**config.mk**
```make
export PLATFORM = sky130hd
export DESIGN_NAME = mchan_dma
export DESIGN_NICKNAME = d
export VERILOG_FILES = /design/src/rtl/mdma_pkg.sv /design/src/rtl/mdma_chan.sv /design/src/rtl/mdma_arb.sv /design/src/rtl/mdma_engine.sv /design/src/rtl/mchan_dma.sv
export SDC_FILE = /design/constraint.sdc
export NUM_CORES = 1
export LEC_CHECK = 0
export ABC_CLOCK_PERIOD_IN_PS = 3840
export BUFFER_PORTS_ARGS = -buffer_cell sky130_fd_sc_hd__buf_2
export CAP_MARGIN = 30
export CORE_ASPECT_RATIO = 0.7
export CORE_UTILIZATION = 56
export DETAILED_ROUTE_END_ITERATION = 8
export PLACE_DENSITY = 0.79
export SETUP_SLACK_MARGIN = 0.1
export SYNTH_ARGS = -nofsm -noshare
export SYNTH_HDL_FRONTEND = slang
export SYNTH_SLANG_ARGS = --single-unit
```
**constraint.sdc**
```tcl
create_clock -name clk -period 3.84 [get_ports clk]
set_input_delay 0.768 -clock clk [delete_from_list [all_inputs] [get_ports clk]]
set_output_delay 0.768 -clock clk [all_outputs]
set_load 0.005 [all_outputs]
```
**src/rtl/mdma_pkg.sv**
```systemverilog
`timescale 1ns/1ps
package mdma_pkg;

   localparam int CTL_W = 9;

   typedef struct packed {
      logic       szh;
      logic       preq;
      logic       sinc;
      logic       dinc;
      logic [1:0] szl;
      logic       ie;
      logic       done;
      logic       en;
   } chan_ctl_t;

   typedef enum logic [1:0] {
      ENG_IDLE  = 2'd0,
      ENG_READ  = 2'd1,
      ENG_WRITE = 2'd2
   } eng_state_t;

   // log2 of unit bytes; indices past the table fall back to entry 0
   function automatic logic [2:0] unit_log2(input logic [2:0] idx, input int nsize);
      return (int'(idx) < nsize) ? idx : 3'd0;
   endfunction

endpackage

```
**src/rtl/mdma_chan.sv**
```systemverilog
`timescale 1ns/1ps
module mdma_chan
   import mdma_pkg::*;
#(
   parameter int AW    = 32,
   parameter int CW    = 24,
   parameter int NSIZE = 3
) (
   input  logic          clk,
   input  logic          rst_n,
   input  logic          clr,
   input  logic          kill,
   input  logic          wr,
   input  logic [1:0]    wsel,
   input  logic [31:0]   wdata,
   input  logic          step,
   input  logic          fin,
   output logic [AW-1:0] src,
   output logic [AW-1:0] dst,
   output logic [CW-1:0] cnt,
   output chan_ctl_t     ctl,
   output logic          busy,
   output logic [2:0]    ulog2,
   output logic          irq
);

   assign busy  = ctl.en & ~ctl.done;
   assign ulog2 = unit_log2({ctl.szh, ctl.szl}, NSIZE);
   assign irq   = ctl.done & ctl.ie;

   always_ff @(posedge clk or negedge rst_n) begin
      if (!rst_n) begin
         src <= '0;
         dst <= '0;
         cnt <= '0;
         ctl <= '0;
      end else if (clr) begin
         src <= '0;
         dst <= '0;
         cnt <= '0;
         ctl <= '0;
      end else begin
         if (wr && !busy) begin
            case (wsel)
               2'd0:    src <= wdata[AW-1:0];
               2'd1:    dst <= wdata[AW-1:0];
               2'd2:    cnt <= wdata[CW-1:0];
               default: ;
            endcase
         end
         if (wr && wsel == 2'd3)
            ctl <= chan_ctl_t'(wdata[CTL_W-1:0]);
         if (step) begin
            if (ctl.sinc) src <= src + (AW'(1) << ulog2);
            if (ctl.dinc) dst <= dst + (AW'(1) << ulog2);
            cnt <= cnt - CW'(1);
            if (cnt == CW'(1)) ctl.done <= 1'b1;
         end
         if (fin)  ctl.done <= 1'b1;
         if (kill) ctl.en   <= 1'b0;
      end
   end

   assert_cnt_step_R4: assert property (@(posedge clk) disable iff (!rst_n)
      (step && !clr) |=> cnt == $past(cnt) - CW'(1));

   assert_busy_locked_R7: assert property (@(posedge clk) disable iff (!rst_n)
      (wr && wsel == 2'd0 && busy && !step && !clr) |=> src == $past(src));

   assert_done_last_R5: assert property (@(posedge clk) disable iff (!rst_n)
      (step && cnt == CW'(1) && !clr) |=> ctl.done);

endmodule

```
**src/rtl/mdma_arb.sv**
```systemverilog
`timescale 1ns/1ps
module mdma_arb #(
   parameter int N  = 2,
   parameter int IW = (N > 1) ? $clog2(N) : 1
) (
   input  logic          clk,
   input  logic          rst_n,
   input  logic [N-1:0]  req,
   input  logic          adv,
   output logic [N-1:0]  gnt,
   output logic [IW-1:0] gidx,
   output logic          any
);

   logic [IW-1:0] ptr;

   always_comb begin
      gnt  = '0;
      gidx = '0;
      any  = 1'b0;
      for (int k = 0; k < N; k++) begin
         if (!any && req[(int'(ptr) + k) % N]) begin
            any = 1'b1;
            gnt[(int'(ptr) + k) % N] = 1'b1;
            gidx = IW'((int'(ptr) + k) % N);
         end
      end
   end

   always_ff @(posedge clk or negedge rst_n) begin
      if (!rst_n)
         ptr <= '0;
      else if (adv && any)
         ptr <= (int'(gidx) == N - 1) ? '0 : gidx + IW'(1);
   end

   generate
      if (N > 1) begin : g_rr_chk
         assert_rr_rotates_R8: assert property (@(posedge clk) disable iff (!rst_n)
            (adv && any && (&req)) |=> (!(&req) || gidx != $past(gidx)));
      end
   endgenerate

endmodule

```
**src/rtl/mdma_engine.sv**
```systemverilog
`timescale 1ns/1ps
module mdma_engine
   import mdma_pkg::*;
#(
   parameter int N    = 2,
   parameter int AW   = 32,
   parameter int DW   = 32,
   parameter int CW   = 24,
   parameter int IW   = 1,
   parameter int OFFW = $clog2(DW / 8),
   parameter int BEW  = DW / 8
) (
   input  logic           clk,
   input  logic           rst_n,
   input  logic           stop_all,
   input  logic [N-1:0]   busy,
   input  logic           any,
   input  logic [IW-1:0]  gidx,
   input  logic [AW-1:0]  src_a [N],
   input  logic [AW-1:0]  dst_a [N],
   input  logic [CW-1:0]  cnt_a [N],
   input  logic [2:0]     lg_a  [N],
   output logic           adv,
   output logic [N-1:0]   step,
   output logic [N-1:0]   fin,
   output logic           ae_set,
   output logic           mem_req,
   output logic           mem_we,
   output logic [AW-1:0]  mem_addr,
   output logic [DW-1:0]  mem_wdata,
   output logic [BEW-1:0] mem_be,
   input  logic           mem_ack,
   input  logic [DW-1:0]  mem_rdata
);

   eng_state_t    st;
   logic [IW-1:0] cur;
   logic [DW-1:0] hold;
   logic [OFFW-1:0] amask;
   logic          misal, pick, zero, abort;
   logic [BEW-1:0] bmask;

   always_comb begin
      amask = OFFW'((32'd1 << lg_a[gidx]) - 32'd1);
      misal = |(src_a[gidx][OFFW-1:0] & amask) | |(dst_a[gidx][OFFW-1:0] & amask);
      for (int b = 0; b < BEW; b++)
         bmask[b] = (b < (1 << lg_a[cur]));
   end

   assign pick   = (st == ENG_IDLE) && any && !stop_all;
   assign zero   = (cnt_a[gidx] == '0);
   assign adv    = pick;
   assign ae_set = pick && !zero && misal;
   assign abort  = stop_all || !busy[cur];

   assign mem_req   = (st != ENG_IDLE) && !abort;
   assign mem_we    = (st == ENG_WRITE);
   assign mem_addr  = (st == ENG_WRITE) ? dst_a[cur] : src_a[cur];
   assign mem_wdata = hold << {dst_a[cur][OFFW-1:0], 3'b000};
   assign mem_be    = bmask << dst_a[cur][OFFW-1:0];

   always_comb begin
      step = '0;
      fin  = '0;
      if (st == ENG_WRITE && mem_req && mem_ack) step[cur] = 1'b1;
      if (pick && zero) fin[gidx] = 1'b1;
   end

   always_ff @(posedge clk or negedge rst_n) begin
      if (!rst_n) begin
         st   <= ENG_IDLE;
         cur  <= '0;
         hold <= '0;
      end else begin
         case (st)
            ENG_IDLE: if (pick && !zero && !misal) begin
               st  <= ENG_READ;
               cur <= gidx;
            end
            ENG_READ: if (abort) st <= ENG_IDLE;
               else if (mem_ack) begin
                  hold <= mem_rdata >> {src_a[cur][OFFW-1:0], 3'b000};
                  st   <= ENG_WRITE;
               end
            ENG_WRITE: if (abort || mem_ack) st <= ENG_IDLE;
            default: st <= ENG_IDLE;
         endcase
      end
   end

   assert_write_follows_read_R4: assert property (@(posedge clk) disable iff (!rst_n)
      (st == ENG_WRITE) |-> $past(st) == ENG_READ || $past(st) == ENG_WRITE);

endmodule

```
**src/rtl/mchan_dma.sv**
```systemverilog
`timescale 1ns/1ps
module mchan_dma
   import mdma_pkg::*;
#(
   parameter int NCH = 2,
   parameter int AW  = 32,
   parameter int DW  = 32,
   parameter int CW  = 24
) (
   input  logic              clk,
   input  logic              rst_n,
   input  logic              reg_wr,
   input  logic [7:0]        reg_addr,
   input  logic [31:0]       reg_wdata,
   output logic [31:0]       reg_rdata,
   input  logic [NCH-1:0]    dreq,
   input  logic              nmi_in,
   output logic              mem_req,
   output logic              mem_we,
   output logic [AW-1:0]     mem_addr,
   output logic [DW-1:0]     mem_wdata,
   output logic [DW/8-1:0]   mem_be,
   input  logic              mem_ack,
   input  logic [DW-1:0]     mem_rdata,
   output logic [NCH-1:0]    ch_irq,
   output logic              err_irq
);

   localparam int OFFW  = $clog2(DW / 8);
   localparam int BEW   = DW / 8;
   localparam int NSIZE = OFFW + 1;
   localparam int IW    = (NCH > 1) ? $clog2(NCH) : 1;

   generate
      if (NCH < 1 || NCH > 4) begin : g_bad_nch
         $error("mchan_dma: NCH must be 1..4");
      end
      if (DW != 16 && DW != 32 && DW != 64) begin : g_bad_dw
         $error("mchan_dma: DW must be 16, 32 or 64");
      end
      if (AW < 8 || AW > 32) begin : g_bad_aw
         $error("mchan_dma: AW must be 8..32");
      end
      if (CW < 1 || CW > 32) begin : g_bad_cw
         $error("mchan_dma: CW must be 1..32");
      end
   endgenerate

   logic men, nmif, aerr;
   logic stop_all, kill, ae_set, adv, any;
   logic [IW-1:0]  gidx;
   logic [NCH-1:0] busy_v, ready_v, gnt, step_v, fin_v;
   logic [AW-1:0]  src_a [NCH];
   logic [AW-1:0]  dst_a [NCH];
   logic [CW-1:0]  cnt_a [NCH];
   logic [2:0]     lg_a  [NCH];
   chan_ctl_t      ctl_a [NCH];

   wire g_sel   = (reg_addr == 8'h40);
   wire clr_sel = (reg_addr == 8'h44);

   assign stop_all = !men || nmif || aerr;
   assign kill     = nmi_in || ae_set;
   assign err_irq  = aerr;

   always_ff @(posedge clk or negedge rst_n) begin
      if (!rst_n) begin
         men  <= 1'b0;
         nmif <= 1'b0;
         aerr <= 1'b0;
      end else begin
         if (reg_wr && g_sel) begin
            men  <= reg_wdata[0];
            nmif <= nmif & reg_wdata[1];
            aerr <= aerr & reg_wdata[2];
         end
         if (nmi_in) nmif <= 1'b1;
         if (ae_set) aerr <= 1'b1;
      end
   end

   generate
      for (genvar g = 0; g < NCH; g++) begin : g_ch
         wire ch_wr = reg_wr && reg_addr[7:6] == 2'b00 &&
                      reg_addr[5:4] == 2'(g) && reg_addr[1:0] == 2'b00;
         mdma_chan #(.AW(AW), .CW(CW), .NSIZE(NSIZE)) u_chan (
            .clk   (clk),
            .rst_n (rst_n),
            .clr   (reg_wr && clr_sel && reg_wdata[g]),
            .kill  (kill),
            .wr    (ch_wr),
            .wsel  (reg_addr[3:2]),
            .wdata (reg_wdata),
            .step  (step_v[g]),
            .fin   (fin_v[g]),
            .src   (src_a[g]),
            .dst   (dst_a[g]),
            .cnt   (cnt_a[g]),
            .ctl   (ctl_a[g]),
            .busy  (busy_v[g]),
            .ulog2 (lg_a[g]),
            .irq   (ch_irq[g])
         );
         assign ready_v[g] = busy_v[g] & (~ctl_a[g].preq | dreq[g]);
      end
   endgenerate

   mdma_arb #(.N(NCH), .IW(IW)) u_arb (
      .clk   (clk),
      .rst_n (rst_n),
      .req   (ready_v),
      .adv   (adv),
      .gnt   (gnt),
      .gidx  (gidx),
      .any   (any)
   );

   mdma_engine #(.N(NCH), .AW(AW), .DW(DW), .CW(CW), .IW(IW),
                 .OFFW(OFFW), .BEW(BEW)) u_eng (
      .clk       (clk),
      .rst_n     (rst_n),
      .stop_all  (stop_all),
      .busy      (busy_v),
      .any       (any),
      .gidx      (gidx),
      .src_a     (src_a),
      .dst_a     (dst_a),
      .cnt_a     (cnt_a),
      .lg_a      (lg_a),
      .adv       (adv),
      .step      (step_v),
      .fin       (fin_v),
      .ae_set    (ae_set),
      .mem_req   (mem_req),
      .mem_we    (mem_we),
      .mem_addr  (mem_addr),
      .mem_wdata (mem_wdata),
      .mem_be    (mem_be),
      .mem_ack   (mem_ack),
      .mem_rdata (mem_rdata)
   );

   always_comb begin
      reg_rdata = '0;
      if (g_sel) reg_rdata = {29'd0, aerr, nmif, men};
      for (int g = 0; g < NCH; g++) begin
         if (reg_addr[7:6] == 2'b00 && reg_addr[5:4] == 2'(g) && reg_addr[1:0] == 2'b00) begin
            case (reg_addr[3:2])
               2'd0:    reg_rdata = 32'(src_a[g]);
               2'd1:    reg_rdata = 32'(dst_a[g]);
               2'd2:    reg_rdata = 32'(cnt_a[g]);
               default: reg_rdata = 32'(ctl_a[g]);
            endcase
         end
      end
   end

   assert_ae_halts_all_R10: assert property (@(posedge clk) disable iff (!rst_n)
      ae_set |=> (busy_v == '0));

   assert_nmi_beats_clear_R11: assert property (@(posedge clk) disable iff (!rst_n)
      nmi_in |=> nmif);

   assert_halt_quiet_R8: assert property (@(posedge clk) disable iff (!rst_n)
      (!men || nmif || aerr) |-> !mem_req);

   assert_grant_single_R8: assert property (@(posedge clk) disable iff (!rst_n)
      $onehot0(gnt));

endmodule

```
==> reports/metrics.cfg <==
[cts]
cts_buffer_depth=3
h-tree-depth=1
clk_pin_slew_ns=0.07
numCtsBuffers=26
insertion_delay_ns=0.57
clockRootBuffer=clkbuf_16
cts_tree=yes
cts_num_sinks=233
post_cts.repair.setup_buffers=0

[floorplanning]
die_w_um=219.5
dieArea_um2=33860
core-area_um2=32410
rows=55
initial_utilization=0.5721
die_y_um=154.2
ios=184

[final_layout]
area_delta_synth_final_pct=12.19
layout.nets=2503
fin_util=0.6418
drive_above_1_share=0.1645
fillers=2798
final_cell_area_um2=20800

[setup_path]
critPathBufInv=3
crit_required_ns=3.07
ff2ff_path_depth=11
worst_setup_path_start_kind=primary input
crit_path_cell_trace=buf_2, mux4_2, a222oi_1, inv_1, buf_2
cp_common_cell=buf_2
cp.arrival_ns=2.94
crit_type=in2out
cp.depth=5
path_max_fanout=28
endpoint_kind=primary output
slowest_stage=a222oi_1
cp_slowest_stage_delay_ns=0.86
cp_top_family=compound AO/OA/AOI/OAI gates

[yosys]
ys_types=88
yosysSeqAreaShare=0.3144
synth_ff_type=dfrtp_1
ys_ff_latch=233
netlist_area_um2=18540
synth_top_area_frac=0.3144
synthTopCellsByCount=nand2_1 (310), dfrtp_1 (233), nor2_1 (213)
yosysMostFrequentCell=nand2_1
yosysWarnings=0
syn_area_per_cell_um2=8.048
yosysTopAreaCell=dfrtp_1
syn_inst=2304
synth_edf_count=0
postSynth.asyncResetShare=1.000
synth.area.top_cells=dfrtp_1 (31%), nand2_1 (6.3%), mux4_2 (5.8%)

[placed_design]
place_congestion=1.140
place_hpwl_um=57920
dpl_cell_area_um2=19850
port-buffer-count=183

[timing]
tightest_slew_ns=1.053
final-max-slew-violation-count=0
min_period_over_period=0.9650
finClkSkew_ns=0.02084
rsz0062_at_grt=false
finalSetupViolCount=0
min_period_ns=3.706
clock.fmax_ghz=0.2699
tns_ns=0
relSlewSlack=0.2977
hold_viol=0

[route]
vias_per_cell=7.321
routed_wl_um=79300
ant_nets=0
routedWlPerCell_um=27.83
drc=0
first_iter_violations=3518
vias=20860
dr.pass1.iters=9

[run_status]
status=finished, final reports clean

[grt]
grt_overflow=0
grt_use_total=0.4592
grt_pass1_wl_um=115300
grt_pass1_vias=18480
grt_start_max_net_pins=101
antenna_found_initial=5

[power_and_ir_drop]
powerDensity_nw_per_um2=319.3
irDropWorstVdd_mv=0.4385
power_uw=6642
power_leakage_uw=0.009087

[min_path]
hp-class=in2async

[flow_run]
max-cap-violations=0

worst reg2reg max path: stages (launching register included):
cell and delay (ns):
dfrtp_1 0.64, nand2b_1 0.16, nor2_2 0.39, xor2_1 0.19, ha_1 0.27, nor4bb_1 0.42, a211oi_1 0.15, a211oi_1 0.29
buf_4 0.27, nand2_1 0.16, or3_1 0.33, a31oi_1 0.18
layout by cell type (no fill, tap or decap), types with 12 or more instances in the layout:
cell type / n
mux2i_1: 94
nor3_1: 41
clkbuf_16: 27
o211ai_1: 39
a22o_1: 19
o31ai_1: 21
nor2_1: 212
and3_1: 36
a22oi_1: 36
buf_2: 181
or4_1: 24
nand2b_1: 13
xnor2_1: 14
dfrtp_1: 232
xor2_1: 14
a21o_1: 16
ha_1: 24
and2_1: 31
nand3_1: 62
a211oi_1: 30
inv_1: 41
nand4_1: 43
mux4_2: 48
nor4_1: 21
a31oi_1: 63
mux2_2: 13
o21ai_0: 151
a21oi_1: 181
conb_1: 12
or3_1: 26
o22ai_1: 31
nand2_1: 310
buf_4: 66
nor2b_1: 24
a32oi_1: 12
power breakdown:
part | internal, uW | leakage, uW | switching [uW]
sequential | 2560 | 0.00315 | 287
combinational | 359 | 0.00546 | 595
clock | 1690 | 0.000474 | 1160
final cells by class:
class | instances | area (um2) | share of cell area
Sequential cell | 233 | 5832 | 0.2803
Multi-Input combinational cell | 1845 | 11840 | 0.5690
Antenna cell | 2 | 5.005 | 0.0002406
Tap cell | 427 | 534.3 | 0.02568
Timing Repair Buffer | 252 | 1488 | 0.07151
Clock buffer | 35 | 775.7 | 0.03729
Inverter | 42 | 157.7 | 0.007578
Clock inverter | 13 | 173.9 | 0.008360
through the flow:
| stage | std cells | setup WS [ns] | hold WS, ns |
|---|---|---|---|
| 5_1_grt | 2848 | 0.1500 | 0.3272 |
| 4_1_cts | 2847 | 0.3437 | 0.2997 |
| 2_1_floorplan | 2315 | 0.5101 | 0.4507 |
| 3_3_place_gp | 2798 | 0.4065 | 0.4669 |
| 3_5_place_dp | 2799 | 0.3919 | 0.4736 |
| 6_report | 2849 | 0.1343 | 0.2425 |
flip-flops by register name, summed over array words and instances (netlist names):
| signal | cells |
|---|---|
| err_irq | 1 |
| g_ch.u_chan.cnt | 48 |
| g_ch.u_chan.ctl | 18 |
| g_ch.u_chan.dst | 64 |
| g_ch.u_chan.src | 64 |
| men | 1 |
| nmif | 1 |
| u_arb.ptr | 1 |
| u_eng.cur | 1 |
| u_eng.hold | 32 |
| u_eng.st | 2 |
cell families (layout without fill, tap and decap cells):
| kind of cell | count (synthesis) | count (layout) | share of synthesized area |
|---|---|---|---|
| fa+ha+maj | 24 | 24 | 0.01619 |
| simple gates | 923 | 923 | 0.2453 |
| mux | 156 | 156 | 0.1175 |
| buf+inv | 237 | 342 | 0.05155 |
| xor+xnor | 28 | 28 | 0.01323 |
| flops | 233 | 233 | 0.3144 |
| compound gates | 702 | 702 | 0.2416 |
| other cells | 1 | 14 | 0.0002022 |
layer usage:
metal	wire, um	global-route usage
met5	88	0.01159
met4	4585	0.2083
met3	14920	0.2303
met1	30570	0.6499
met2	29130	0.5699
timing repair:
item / CTS / global route
setup endpoints to repair: 0 / 2
hold buffers: 0 / 0
endpoints found under the hold margin: 0 / 0
resized for setup: 0 / 2
worst paths after layout:
check	start	endpoint	slack, ns
max	reg_addr[3]	reg_rdata[0]	0.13
min	rst_n	g_ch[1].u_chan.dst[24]	0.24
max reg2reg	g_ch[0].u_chan.ctl[3]	g_ch[0].u_chan.dst[16]	0.32
min reg2reg	u_eng.hold[30]	u_eng.hold[30]	0.49
max in group asynchronous	rst_n	g_ch[0].u_chan.cnt[16]	2.67
min in group clk	nmi_in	g_ch[1].u_chan.ctl[0]	0.45
(Power assumes the default switching activity.)
